`config.mk`:
```
export PLATFORM = sky130hd
export DESIGN_NAME = irqc_local_bus
export DESIGN_NICKNAME = d
export VERILOG_FILES = /design/src/rtl/irqc_pkg.sv /design/src/rtl/irqc_src_sync.sv /design/src/rtl/irqc_prio_enc.sv /design/src/rtl/irqc_regfile.sv /design/src/rtl/irqc_local_bus.sv
export SDC_FILE = /design/constraint.sdc
export NUM_CORES = 1
export LEC_CHECK = 0
export CAP_MARGIN = 10
export CORE_MARGIN = 2
export CORE_UTILIZATION = 40
export CTS_BUF_LIST = sky130_fd_sc_hd__clkbuf_4
export DETAILED_ROUTE_END_ITERATION = 7
export PLACE_DENSITY = 0.8
export RECOVER_POWER = 100
export SYNTH_ARGS = -nofsm -noshare
export SYNTH_HDL_FRONTEND = slang
export SYNTH_SLANG_ARGS = --single-unit
```
`constraint.sdc`:
```
create_clock -name clk -period 6.2 [get_ports clk]
set_input_delay 0.93 -clock clk [delete_from_list [all_inputs] [get_ports clk]]
set_output_delay 0.93 -clock clk [all_outputs]
set_load 0.02 [all_outputs]
```
`src/rtl/irqc_pkg.sv`:
```
package irqc_pkg;
  localparam int REG_W  = 16;
  localparam int DATA_W = 32;
  localparam int IDX_W  = $clog2(REG_W);

  typedef enum logic [1:0] {
    SZ_BYTE = 2'd0,
    SZ_HALF = 2'd1,
    SZ_WORD = 2'd2
  } acc_size_e;

  // halfword slot numbers (byte offset / 2)
  localparam int SLOT_VEC  = 0;
  localparam int SLOT_MASK = 1;
endpackage

```
`src/rtl/irqc_src_sync.sv`:
```
module irqc_src_sync
  import irqc_pkg::*;
#(
  parameter int N = REG_W
) (
  input  logic         clk,
  input  logic         rst,
  input  logic [N-1:0] req_i,
  output logic [N-1:0] src_o
);
  always_ff @(posedge clk) begin
    if (rst) src_o <= '0;
    else     src_o <= req_i;
  end

  // source tracks the request level one edge later
  p_src_follow_r1: assert property (@(posedge clk) disable iff (rst)
    !$past(rst) |-> (src_o == $past(req_i)));
endmodule

```
`src/rtl/irqc_prio_enc.sv`:
```
module irqc_prio_enc
  import irqc_pkg::*;
#(
  parameter int N  = REG_W,
  localparam int IW = $clog2(N)
) (
  input  logic          clk,
  input  logic          rst,
  input  logic [N-1:0]  pend_i,
  output logic          any_o,
  output logic [IW-1:0] idx_o
);
  logic [N:0]   seen;
  logic [N-1:0] hit;

  assign seen[0] = 1'b0;
  for (genvar g = 0; g < N; g++) begin : g_chain
    assign seen[g+1] = seen[g] | pend_i[g];
    assign hit[g]    = pend_i[g] & ~seen[g];
  end

  always_comb begin
    idx_o = '0;
    for (int i = 0; i < N; i++) begin
      if (hit[i]) idx_o = idx_o | IW'(i);
    end
  end

  assign any_o = seen[N];

  // the chosen line is pending and nothing below it is
  p_lowest_wins_r5: assert property (@(posedge clk) disable iff (rst)
    any_o |-> (pend_i[idx_o] && ((pend_i & ((N'(1) << idx_o) - N'(1))) == '0)));
  // no selection reported when nothing is pending
  p_none_pending_r3: assert property (@(posedge clk) disable iff (rst)
    (pend_i == '0) |-> !any_o);
  p_hit_onehot_r5: assert property (@(posedge clk) disable iff (rst)
    $onehot0(hit));
endmodule

```
`src/rtl/irqc_regfile.sv`:
```
module irqc_regfile
  import irqc_pkg::*;
#(
  parameter int          ADDR_W   = 8,
  parameter logic [15:0] MASK_RST = 16'h0010,
  localparam int         SLOT_W   = ADDR_W - 1
) (
  input  logic              clk,
  input  logic              rst,
  input  logic              acc_valid_i,
  input  logic              acc_write_i,
  input  logic [1:0]        acc_size_i,
  input  logic [ADDR_W-1:0] acc_addr_i,
  input  logic [DATA_W-1:0] acc_wdata_i,
  input  logic [REG_W-1:0]  vec_i,
  output logic [REG_W-1:0]  mask_o,
  output logic [REG_W-1:0]  mask_next_o,
  output logic              rd_valid_o,
  output logic [DATA_W-1:0] rd_data_o
);
  logic [SLOT_W-1:0] lo_slot, hi_slot;
  logic              is_word, is_byte, wr;
  logic [REG_W-1:0]  lo_wval, rd_lo, rd_hi;
  logic [DATA_W-1:0] rd_next;

  assign lo_slot = acc_addr_i[ADDR_W-1:1];
  assign hi_slot = lo_slot + SLOT_W'(1);
  assign is_word = (acc_size_i == SZ_WORD);
  assign is_byte = (acc_size_i == SZ_BYTE);
  assign wr      = acc_valid_i && acc_write_i;

  function automatic logic [REG_W-1:0] slot_read(input logic [SLOT_W-1:0] s,
                                                 input logic [REG_W-1:0] v,
                                                 input logic [REG_W-1:0] m);
    if (s == SLOT_W'(SLOT_VEC))       return v;
    else if (s == SLOT_W'(SLOT_MASK)) return m;
    else                              return '0;
  endfunction

  // byte lane merge into the current mask
  always_comb begin
    if (is_byte) begin
      if (acc_addr_i[0]) lo_wval = {acc_wdata_i[7:0], mask_o[7:0]};
      else               lo_wval = {mask_o[15:8], acc_wdata_i[7:0]};
    end else begin
      lo_wval = acc_wdata_i[15:0];
    end
  end

  always_comb begin
    mask_next_o = mask_o;
    if (wr) begin
      if (lo_slot == SLOT_W'(SLOT_MASK))
        mask_next_o = lo_wval;
      else if (is_word && hi_slot == SLOT_W'(SLOT_MASK))
        mask_next_o = acc_wdata_i[31:16];
    end
  end

  always_ff @(posedge clk) begin
    if (rst) mask_o <= MASK_RST;
    else     mask_o <= mask_next_o;
  end

  assign rd_lo = slot_read(lo_slot, vec_i, mask_o);
  assign rd_hi = slot_read(hi_slot, vec_i, mask_o);

  always_comb begin
    case (acc_size_i)
      SZ_BYTE: rd_next = {24'd0, acc_addr_i[0] ? rd_lo[15:8] : rd_lo[7:0]};
      SZ_HALF: rd_next = {16'd0, rd_lo};
      SZ_WORD: rd_next = {rd_hi, rd_lo};
      default: rd_next = '0;
    endcase
  end

  always_ff @(posedge clk) begin
    if (rst) begin
      rd_valid_o <= 1'b0;
      rd_data_o  <= '0;
    end else begin
      rd_valid_o <= acc_valid_i && !acc_write_i;
      if (acc_valid_i && !acc_write_i) rd_data_o <= rd_next;
    end
  end

  // mask moves only on a write
  p_mask_hold_r8: assert property (@(posedge clk) disable iff (rst)
    (!$past(rst) && !$past(wr)) |-> $stable(mask_o));
  // read strobe one cycle after a read request
  p_rd_strobe_r9: assert property (@(posedge clk) disable iff (rst)
    !$past(rst) |-> (rd_valid_o == $past(acc_valid_i && !acc_write_i)));
  // reset value of the mask
  p_mask_reset_r4: assert property (@(posedge clk) disable iff (rst)
    $past(rst) |-> (mask_o == MASK_RST));
endmodule

```
`src/rtl/irqc_local_bus.sv`:
```
module irqc_local_bus
  import irqc_pkg::*;
#(
  parameter int          ADDR_W   = 8,
  parameter logic [15:0] MASK_RST = 16'h0010
) (
  input  logic              clk,
  input  logic              rst,
  input  logic [15:0]       irq_req_i,
  input  logic              acc_valid_i,
  input  logic              acc_write_i,
  input  logic [1:0]        acc_size_i,
  input  logic [ADDR_W-1:0] acc_addr_i,
  input  logic [31:0]       acc_wdata_i,
  output logic              rd_valid_o,
  output logic [31:0]       rd_data_o,
  output logic              irq_o
);
  logic [REG_W-1:0] src_q, mask_q, mask_next, pend, vec;
  logic             any_pend;
  logic [IDX_W-1:0] sel_idx;

  irqc_src_sync #(.N(REG_W)) u_src (
    .clk(clk), .rst(rst), .req_i(irq_req_i), .src_o(src_q)
  );

  assign pend = src_q & mask_q;

  irqc_prio_enc #(.N(REG_W)) u_enc (
    .clk(clk), .rst(rst), .pend_i(pend), .any_o(any_pend), .idx_o(sel_idx)
  );

  assign vec = any_pend ? ((REG_W'(sel_idx) + REG_W'(1)) << 2) : '0;

  irqc_regfile #(.ADDR_W(ADDR_W), .MASK_RST(MASK_RST)) u_regs (
    .clk(clk), .rst(rst),
    .acc_valid_i(acc_valid_i), .acc_write_i(acc_write_i),
    .acc_size_i(acc_size_i), .acc_addr_i(acc_addr_i),
    .acc_wdata_i(acc_wdata_i), .vec_i(vec),
    .mask_o(mask_q), .mask_next_o(mask_next),
    .rd_valid_o(rd_valid_o), .rd_data_o(rd_data_o)
  );

  // registered combined output, aligned with the source and mask registers
  always_ff @(posedge clk) begin
    if (rst) irq_o <= 1'b0;
    else     irq_o <= |(irq_req_i & mask_next);
  end

  // output agrees with the gated source register on every cycle
  p_irq_level_r2: assert property (@(posedge clk) disable iff (rst)
    !$past(rst) |-> (irq_o == (pend != '0)));
  // quiet after reset
  p_irq_reset_r4: assert property (@(posedge clk) disable iff (rst)
    $past(rst) |-> (!irq_o && src_q == '0));
endmodule

```
# Word-level counts from Yosys, hierarchy flattened
# Index checks and enable logic that the tools add are counted.
# word_totals
memories,0
ram_bits,0
rom_bits,0
latch_bits,0
word_cells,93
regBits,66
# classes
n_addsub,2
reduce_logical,8
n_lt_le_gt_ge,0
div,0
mux,27
n_mul,0
n_eq_ne,4
shifts,0
bitwise,47
# ops
operator,n
16-bit 2-to-1 mux,9
32-bit case mux with 3 select lines,1
16-bit bitwise AND,2
4-bit 2-to-1 mux,8
16-bit OR reduction,1
1-bit bitwise AND,15
1-bit inverter,15
1-bit bitwise OR,15
"7-bit by 1-bit equality test with 1-bit output, second input constant",2
7-bit logical NOT,2
3-bit 2-to-1 mux,4
8-bit 2-to-1 mux,1
"7-bit by 1-bit adder with 7-bit output, second input constant",1
7-bit 2-to-1 mux,1
"4-bit by 1-bit adder with 5-bit output, second input constant",1
2-bit 2-to-1 mux,2
1-bit logical AND,3
"2-bit by 1-bit equality test with 1-bit output, second input constant",1
"2-bit equality test, second input constant",1
2-bit logical NOT,1
1-bit logical NOT,1
1-bit 2-to-1 mux,1

# Logic depth before layout (Yosys ltp)
# Gate-level depths: netlist (run 1).
# logic_depth
word_depth,23
mapped_depth,12
depth_no_buf,11

# Modules after synthesis
# A second synthesis (run 1) with hierarchy kept.
# unflattened
cells_unflattened,441
area_unflattened_um2,3798.6
# modules_own_cells
mod,cells_each,area_per_inst_um2,instances
irqc_regfile,338,2831.5,1
irqc_src_sync,33,464.2,1
irqc_local_bus,37,279.0,1
irqc_prio_enc,33,224.0,1

# Least setup slack after synthesis (run 1)
# No wires, ideal clock.
# synth_path
kind,in2reg
startpoint,input acc_addr_i[3]
endpoint,register irq_o
slack_ns,3.601
required_ns,6.060
t_arrival_ns,2.459
setup_time_ns,0.140
cell_stages,7
cell_sequence,nor4_2 > nand4_1 > o22a_1 > o221ai_1 > inv_1 > a211oi_1 > a41oi_1
# synth_via
elab_chain_cells,8
# synth_lines
item,line_no,text
from (decl),irqc_local_bus.sv:13,"input logic [ADDR_W-1:0] acc_addr_i,"
7-bit by 1-bit adder with 7-bit output,irqc_regfile.sv:27,assign hi_slot = lo_slot + SLOT_W'(1);
7-bit by 1-bit equality test with 1-bit output,irqc_regfile.sv:55,else if (is_word && hi_slot == SLOT_W'(SLOT_MASK))
1-bit logical AND,irqc_regfile.sv:55,
16-bit 2-to-1 mux,irqc_regfile.sv:55,
16-bit 2-to-1 mux *,irqc_regfile.sv:53,if (lo_slot == SLOT_W'(SLOT_MASK))
16-bit 2-to-1 mux *,irqc_regfile.sv:52,if (wr) begin
16-bit bitwise AND *,irqc_local_bus.sv:47,else irq_o <= |(irq_req_i & mask_next);
16-bit OR reduction *,irqc_local_bus.sv:47,
to (signal assigned),irqc_local_bus.sv:47,
to (decl),irqc_local_bus.sv:17,output logic irq_o
# Mark *: on every way between the ends. The rest lies on a longest branch, timed or not.
# A chain may end at the register's enable or synchronous reset.

# Worst setup path in the final report (run 1)
# Same ends and word-level chain as after synthesis.

==> metrics.yaml, run 1 <==
initialDrtViolationCount: 259
worst_pin_slew_ns: 2.61
vdd_drop_max_uv: 107
yosysTopAreaCellShare_pct: 37.8
crit_path_max_fanout: 23
grt_pass1_vias: 3595
insertion_delay_ns: 0.42
synth_area_leaders: "dfxtp_1 38%, a22oi_1 7.7%, nor2_1 5.6%"
p_leak_nw: 1.71
place.gp.congestion: 0.927
fmax_mhz: 239
multiInputGateArea_sq_um: 1990
gr-usage-all-layers_pct: 24.2
nFillCells: 821
ys_seq_area_share_pct: 37.8
min_period_ns: 4.18
cts_setup_buffers: 0
finalHoldViolations: 0
die_width_um: 97.4
skew_ns: 0.0154
coreArea_sq_um: 8590
p_per_area_nw_per_um2: 192
synth_warnings: 0
setup.worst_path.end_class: "register"
syn_area_sq_um: 3490
synth-seq-cells: 66
rows: 34
clk_pin_slew_worst_paths_ns: 0.12
seqCellArea_sq_um: 1320
ios: 96
grt-ovfl-total: 0
crit_path_start_kind: "input pin"
grt_antenna_before_repair: 0
cts_resized: 0
drt_wl_total_mm: 11.8
syn_to_final_growth_pct: 31.5
die_h_um: 97.4
grt_pass1_wl_mm: 18.3
setup_viol: 0
first_pass_iters: 5
drive_gt1_share_pct: 5.07
fin_crit_sh_pct: 67.4
hpwl_mm: 8.88
synth_cell_type_count: 52
htree_levels: 3
fin_tns_setup_ns: 0
clockBufferDepth: 2
synth.avg_cell_area_sq_um: 8.06
via_count: 3822
diodes: 0
grt_max_degree: 61
yosysTopAreaCell: "dfxtp_1"
holdCritPathClass: "reg -> reg"
drtAntennaViolNets: 0
relSlewSlack_pct: -74.0
status: "finished with violations"
worstSetupPathType: "in -> reg"
cts_hold_buf: 0
drcViolationCount: 0
hold_ws_ns: 0.460
wire_per_inst_um: 19.1
tritoncts: "yes"
synth_nets: 496
cts.sinks: 66
viasPerCell: 6.15
cts_root_buffer: "clkbuf_4"
slew_viol_final: 61
crit_required_ns: 6.37
synth_cells: 433
cts_buffers: 9
drv_cap: 1
rsz0062_at_grt: "no"
portBuffers: 95
async_flop_share_pct: 0
synth-main-ff-cell: "dfxtp_1"
finalNetCount: 571
start_util_pct: 40.6
critPathArrivalTime_ns: 4.35
die-area_sq_um: 9490
violations: "max-capacitance violations, max-slew violations"
synth_edf_count: 0
[power by group]
group / switching, mW / internal (mW)
Clock: 0.169 / 0.163
Sequential: 0.00664 / 0.432
Combinational: 0.0568 / 0.0544
[worst max-delay path, cell delays in order]
cell and delay [ns]:
dlygate4sd3_1 0.55, nor4_1 0.90, nand3_1 0.15, clkbuf_1 0.45, nor2_1 0.57, o211ai_1 0.24, o2111ai_1 0.17, o2111a_1 0.25
a41oi_1 0.13
[sequential cells by signal (all words and copies together), names as in the netlist]
signal / flops
u_src.src_o: 16
irq_o: 1
u_regs.rd_data_o: 32
u_regs.mask_o: 16
u_regs.rd_valid_o: 1
[cell families after synthesis]
group / synth area share [%]
AND/OR/NAND/NOR: 21.5
adder cells (fa/ha/maj): 0.358
flip-flops: 37.8
multiplexers: 3.15
AO/OA/AOI/OAI: 32.3
buffers and inverters: 4.87
[routing by layer]
layer	track usage, %	wire length (um)	part of all wire (%)	vias to the layer above
met5	0	0	0	-
met4	9.72	335	2.8	0
met3	5.47	1060	9.0	29
met2	38.6	5460	46	244
met1	31.7	4970	42	1784
li1	-	-	-	1765
[cell type report]
class / count / share of cell area [%]
clock buffers: 9 / 1.47
multi-input cells: 327 / 43.3
repair buffers: 99 / 21.1
clock inverters: 7 / 2.02
flip-flops and latches: 66 / 28.8
inverters: 5 / 0.409
well taps: 108 / 2.94
[final timing paths]
check	start	end	slack [ns]	cells past startpoint
min	u_regs.rd_data_o[20]$_SDFFE_PP0P_	u_regs.rd_data_o[20]$_SDFFE_PP0P_	0.46	2
max	acc_addr_i[3]	irq_o$_SDFF_PP0_	2.02	9
min reg2reg	u_regs.rd_data_o[20]$_SDFFE_PP0P_	u_regs.rd_data_o[20]$_SDFFE_PP0P_	0.46	2
max reg2reg	u_regs.mask_o[10]$_SDFF_PP0_	u_regs.rd_data_o[6]$_SDFFE_PP0P_	3.03	11
[synthesized netlist by cell type, types with 6 or more instances]
cell and n:
a21oi_1 34, a22oi_1 36, clkbuf_1 31, dfxtp_1 66, mux2i_1 11, nand2_1 51
nand2b_1 7, nand3_1 12, nor2_1 52, nor2b_1 15, o211ai_1 8, o21ai_0 12
o22ai_1 6
[per-stage QoR]
| step | cells | setup slack (ns) | area (sq um) | util, % | power [mW] |
|---|---|---|---|---|---|
| floorplan | 433 | 3.60 | 3490 | - | 0.494 |
| global placement | 605 | 2.49 | 4450 | 51.8 | 0.558 |
| detailed placement | 605 | 2.40 | 4450 | 51.8 | 0.559 |
| CTS | 621 | 2.81 | 4610 | 53.7 | 0.887 |
| global route | 621 | 1.84 | 4590 | 53.4 | 0.916 |
| finish | 621 | 2.02 | 4590 | 53.4 | 0.881 |
[placed cells by master (no fill, tap or decap), types with 2 or more instances in the layout]
master and instances:
nor2_1 52, nor2b_1 15, inv_1 5, nand2b_1 7, clkinvlp_4 2, mux2i_1 11
dlygate4sd3_1 36, nor3_1 5, bufinv_16 2, a31oi_1 3, o221ai_1 4, a222oi_1 3
a311oi_1 5, and3_1 3, a22o_1 4, and2_1 4, a221o_1 2, o2111a_1 5
a211oi_1 5, buf_4 2, o22ai_1 6, clkbuf_4 9, a21oi_1 34, nand2_1 51
o31ai_1 3, a21bo_2 2, o211ai_1 8, clkdlybuf4s50_1 58, nand3_1 12, a22oi_1 36
o21ai_0 13, clkbuf_1 3, o2111ai_1 5, a41oi_1 3, nand4_1 5, dfxtp_1 66
o22a_1 5
Power figures use the tool's default switching activity.
==> run 2: changes to the inputs <==
- PLACE_DENSITY: 0.8 -> 0.83
- clock period: 6.2 -> 3.55 ns (I/O delays scaled with it)
==> metrics.yaml, run 2 (synthesis gave the netlist of run 1 again) <==
status: "finished with violations"
violations: "max-capacitance violations, max-slew violations"
tritoncts: "yes"
crit_end: "u_regs.rd_data_o[6]$_SDFFE_PP0P_"
drtAntennaViolNets: 0
worstSetupPathType: "reg -> reg"
grt_antenna_before_repair: 0
gr-usage-all-layers_pct: 24.1
mostFrequentLayoutCell: "dfxtp_1"
clk_pin_slew_worst_paths_ns: 0.12
slew_viol_final: 36
cts.sinks: 66
cts_root_buffer: "clkbuf_4"
finalHoldViolations: 0
seq_power_share_pct: 54.9
viasPerCell: 6.09
crit_path_max_fanout: 5
first_pass_iters: 5
htree_levels: 3
r2r_end: "u_regs.rd_data_o[6]$_SDFFE_PP0P_"
clockBufferDepth: 2
reg_top3: "u_regs.rd_data_o x32, u_regs.mask_o x16, u_src.src_o x16"
rr_startpoint: "u_src.src_o[10]$_SDFF_PP0_"
reg2reg_setup_slack_ns: 0.43
skew_ns: 0.0145
cts_resized: 0
min_period_ns: 3.12
holdCritPathClass: "reg -> reg"
fin_crit_sh_pct: 87.9
grt-ovfl-total: 0
relSlewSlack_pct: -5.36
grt_pass1_vias: 3689
grt_max_degree: 42
finalNetCount: 583
clkPwrFrac_pct: 30.6
drcViolationCount: 0
nFillCells: 834
rsz0062_at_grt: "no"
drv_cap: 1
p_per_area_nw_per_um2: 301
netSwitchingFraction_pct: 28.7
grt_pass1_wl_mm: 18.6
start_util_pct: 40.6
fmax_mhz: 320
p_int_uw: 993
portBuffers: 95
die_h_um: 97.4
coreArea_sq_um: 8590
syn_to_final_growth_pct: 32.4
die_width_um: 97.4
die-area_sq_um: 9490
critPathArrivalTime_ns: 3.45
diodes: 0
setup_viol: 0
via_count: 3856
insertion_delay_ns: 0.42
crit_required_ns: 3.88
wire_per_inst_um: 18.4
rows: 34
place.gp.congestion: 1.01
fin_tns_setup_ns: 0
hpwl_mm: 8.84
cts_hold_buf: 0
seqCellArea_sq_um: 1320
cts_setup_buffers: 0
vdd_drop_max_uv: 148
drive_gt1_share_pct: 6.67
hp-start: "u_regs.rd_data_o[6]$_SDFFE_PP0P_"
largest_register: "u_regs.rd_data_o"
dp.cells: 617
worst_pin_slew_ns: 1.58
multiInputGateArea_sq_um: 1990
cts_buffers: 9
layout_common_cells: "66 x dfxtp_1, 59 x clkdlybuf4s50_1, 52 x nor2_1"
crit_path_start_kind: "register"
crit_start: "u_src.src_o[10]$_SDFF_PP0_"
pwr-share-comb_pct: 14.5
power.switching_uw: 399
largest_reg_flops: 32
initialDrtViolationCount: 328
r2r_cells: 11
p_leak_nw: 1.73
instances_no_fill: 633
ios: 96
setup.worst_path.end_class: "register"
drt_wl_total_mm: 11.7
-- run 2: changes by cell type in the layout (fill, tap and decap cells not counted), sizes merged --
cell | before | now
buf | 2 | 12
clkinv | 2 | 5
bufinv | 2 | 0
clkbuf | 12 | 14
clkdlybuf4s50 | 58 | 59
dlygate4sd3 | 36 | 35
inv | 6 | 5
-- run 2: area by class of cell --
class | instances | area share [%]
Clock buffer | 9 | 1.46
Timing Repair Buffer | 111 | 22.7
Multi-Input combinational cell | 327 | 42.9
Sequential cell | 66 | 28.6
Tap cell | 108 | 2.92
Clock inverter | 7 | 1.00
Inverter | 5 | 0.406
-- run 2: per-layer routing --
metal  share of wire [%]  global-route usage (%)  vias up
li1                    -                       -     1794
met1                  43                    32.8     1813
met2                  45                    37.5      216
met3                 8.5                    4.32       33
met4                 2.8                    10.5        0
met5                   0                       0        -
-- run 2: worst min path at each step --
stage	depth (start not counted)	to	slack, ns
detailed placement	2	u_regs.rd_data_o[20]$_SDFFE_PP0P_	0.45
finish	2	u_regs.rd_data_o[6]$_SDFFE_PP0P_	0.46
global placement	2	u_regs.rd_data_o[20]$_SDFFE_PP0P_	0.44
CTS	2	u_regs.rd_data_o[20]$_SDFFE_PP0P_	0.47
floorplan	2	u_regs.rd_data_o[6]$_SDFFE_PP0P_	0.53
global route	2	u_regs.rd_data_o[20]$_SDFFE_PP0P_	0.49
-- run 2: power groups by stage --
| stage | combinational [mW] | clock (mW) | sequential [mW] |
|---|---|---|---|
| 2_1_floorplan | 0.0810 | 0 | 0.782 |
| 3_3_place_gp | 0.199 | 0 | 0.781 |
| 3_5_place_dp | 0.200 | 0 | 0.781 |
| 4_1_cts | 0.200 | 0.431 | 0.764 |
| 5_1_grt | 0.215 | 0.469 | 0.766 |
| 6_report | 0.202 | 0.426 | 0.765 |
-- run 2: stage by stage --
step           worst slack, ns  power [mW]  hold slack [ns]  utilization [%]  cell area, sq um
3_3_place_gp             0.535       0.980            0.445             52.9              4540
2_1_floorplan             1.21       0.863            0.530                -              3490
4_1_cts                  0.708        1.40            0.466             54.2              4660
6_report                 0.428        1.39            0.457             53.8              4620
3_5_place_dp             0.483       0.981            0.451             52.9              4540
5_1_grt                  0.316        1.45            0.492             53.8              4620
-- run 2: critical path: stages, from the launching register on --
cell	delay (ns)
dfxtp_1	0.35
a222oi_1	0.66
and2_0	0.35
a41oi_1	0.19
o211ai_1	0.43
a31o_2	0.17
ha_1	0.18
nand4b_1	0.17
o21ai_0	0.18
a22o_1	0.16
nand2_1	0.06
a21oi_1	0.12
==> run 3: changes to the inputs <==
- CORE_MARGIN: 2 -> 8
==> metrics.yaml, run 3 (synthesis gave the netlist of run 1 again) <==
dp.cells: 615
rows: 34
worst_pin_slew_ns: 1.61
vdd_drop_max_uv: 130
slew_viol_final: 41
crit_path_max_fanout: 22
tritoncts: "yes"
clockBufferDepth: 2
skew_ns: 0.0151
layout_common_cells: "66 x dfxtp_1, 58 x clkdlybuf4s50_1, 52 x nor2_1"
die_width_um: 109
setup_ws_ns: 0.478
setup.worst_path.end_class: "register"
drcViolationCount: 0
fin_tns_setup_ns: 0
cts_hold_buf: 0
setup_viol: 0
grt_busiest_layer: "met2"
finalHoldViolations: 0
holdCritPathClass: "reg -> reg"
grt_antenna_before_repair: 0
initialDrtViolationCount: 364
die_h_um: 109
fmax_mhz: 325
wire_per_inst_um: 19.4
gr-usage-all-layers_pct: 19.9
ios: 96
coreArea_sq_um: 8590
place_ws_ns: 0.545
nFillCells: 809
grt_pass1_vias: 3720
cts.sinks: 66
drv_cap: 1
largest_reg_flops: 32
syn_to_final_growth_pct: 31.9
p_per_area_nw_per_um2: 313
drive_gt1_share_pct: 5.56
use_met1_pct: 25.4
min_period_ns: 3.07
clk_pin_slew_worst_paths_ns: 0.09
cts_root_buffer: "clkbuf_4"
relSlewSlack_pct: -7.33
grt_pass1_wl_mm: 18.8
mostFrequentLayoutCell: "dfxtp_1"
hpwl_mm: 9.28
finalNetCount: 581
htree_levels: 3
drt_wl_total_mm: 12.2
violations: "max-capacitance violations, max-slew violations"
crit_required_ns: 3.87
reg_top3: "u_regs.rd_data_o x32, u_regs.mask_o x16, u_src.src_o x16"
final_util_pct: 53.6
use_met3_pct: 4.87
viasPerCell: 6.02
crit_path_start_kind: "input pin"
cts_resized: 0
p_leak_nw: 1.73
worstSetupPathType: "in -> reg"
insertion_delay_ns: 0.40
critPathArrivalTime_ns: 3.39
first_pass_iters: 5
grtUsageMet2_pct: 32.5
rsz0062_at_grt: "no"
place.gp.congestion: 0.955
fin_crit_sh_pct: 86.5
hold_ws_ns: 0.456
grt_max_degree: 41
cts_buffers: 9
grt-ovfl-total: 0
instances_no_fill: 630
status: "finished with violations"
start_util_pct: 40.6
diodes: 0
largest_register: "u_regs.rd_data_o"
portBuffers: 95
via_count: 3795
die-area_sq_um: 12000
cts_setup_buffers: 0
drtAntennaViolNets: 0
[run 3: changes by cell type in the layout (fill, tap and decap cells not counted), moves of 2 or more]
cell | before | now
buf_4 | 12 | 9
clkinv_4 | 2 | 0
clkbuf_4 | 9 | 11
clkinvlp_4 | 2 | 0
[run 3: report_power, final]
part	internal (mW)	switching (mW)	total, mW
Combinational	0.0973	0.103	0.200
Clock	0.223	0.253	0.476
Sequential	0.754	0.00984	0.764
[run 3: metrics by stage]
stage | area, sq um | power [mW]
floorplan | 3490 | 0.863
global placement | 4530 | 0.979
detailed placement | 4530 | 0.980
CTS | 4650 | 1.45
global route | 4610 | 1.49
finish | 4610 | 1.44
[run 3: critical path: stages]
cell and delay (ns):
clkdlybuf4s50_1 0.42, nor4_1 0.87, nand3_1 0.19, buf_4 0.27
nor3_1 0.78, a22oi_1 0.16, nor2_1 0.17
[run 3: path summary, 6_finish.rpt]
path	from	end	slack [ns]	cells after the start
max reg2reg	u_regs.mask_o[8]$_SDFF_PP0_	u_regs.rd_data_o[6]$_SDFFE_PP0P_	0.50	11
max	acc_addr_i[3]	u_regs.rd_data_o[15]$_SDFFE_PP0P_	0.48	7
min	u_regs.rd_data_o[6]$_SDFFE_PP0P_	u_regs.rd_data_o[6]$_SDFFE_PP0P_	0.46	2
min reg2reg	u_regs.rd_data_o[6]$_SDFFE_PP0P_	u_regs.rd_data_o[6]$_SDFFE_PP0P_	0.46	2
[run 3: cell type report]
| cell class | instances | area, sq um | share of cell area, % |
|---|---|---|---|
| Clock inverter | 4 | 43.8 | 0.951 |
| Multi-Input combinational cell | 327 | 1970 | 42.9 |
| Sequential cell | 66 | 1320 | 28.7 |
| Timing Repair Buffer | 109 | 1030 | 22.4 |
| Inverter | 5 | 18.8 | 0.407 |
| Clock buffer | 11 | 82.6 | 1.79 |
| Tap cell | 108 | 135 | 2.93 |
[run 3: per-layer routing]
layer / vias up / share of wire (%)
met2: 231 / 47
li1: 1790 / -
met3: 16 / 10
met4: 0 / 1.3
met5: - / 0
met1: 1758 / 42
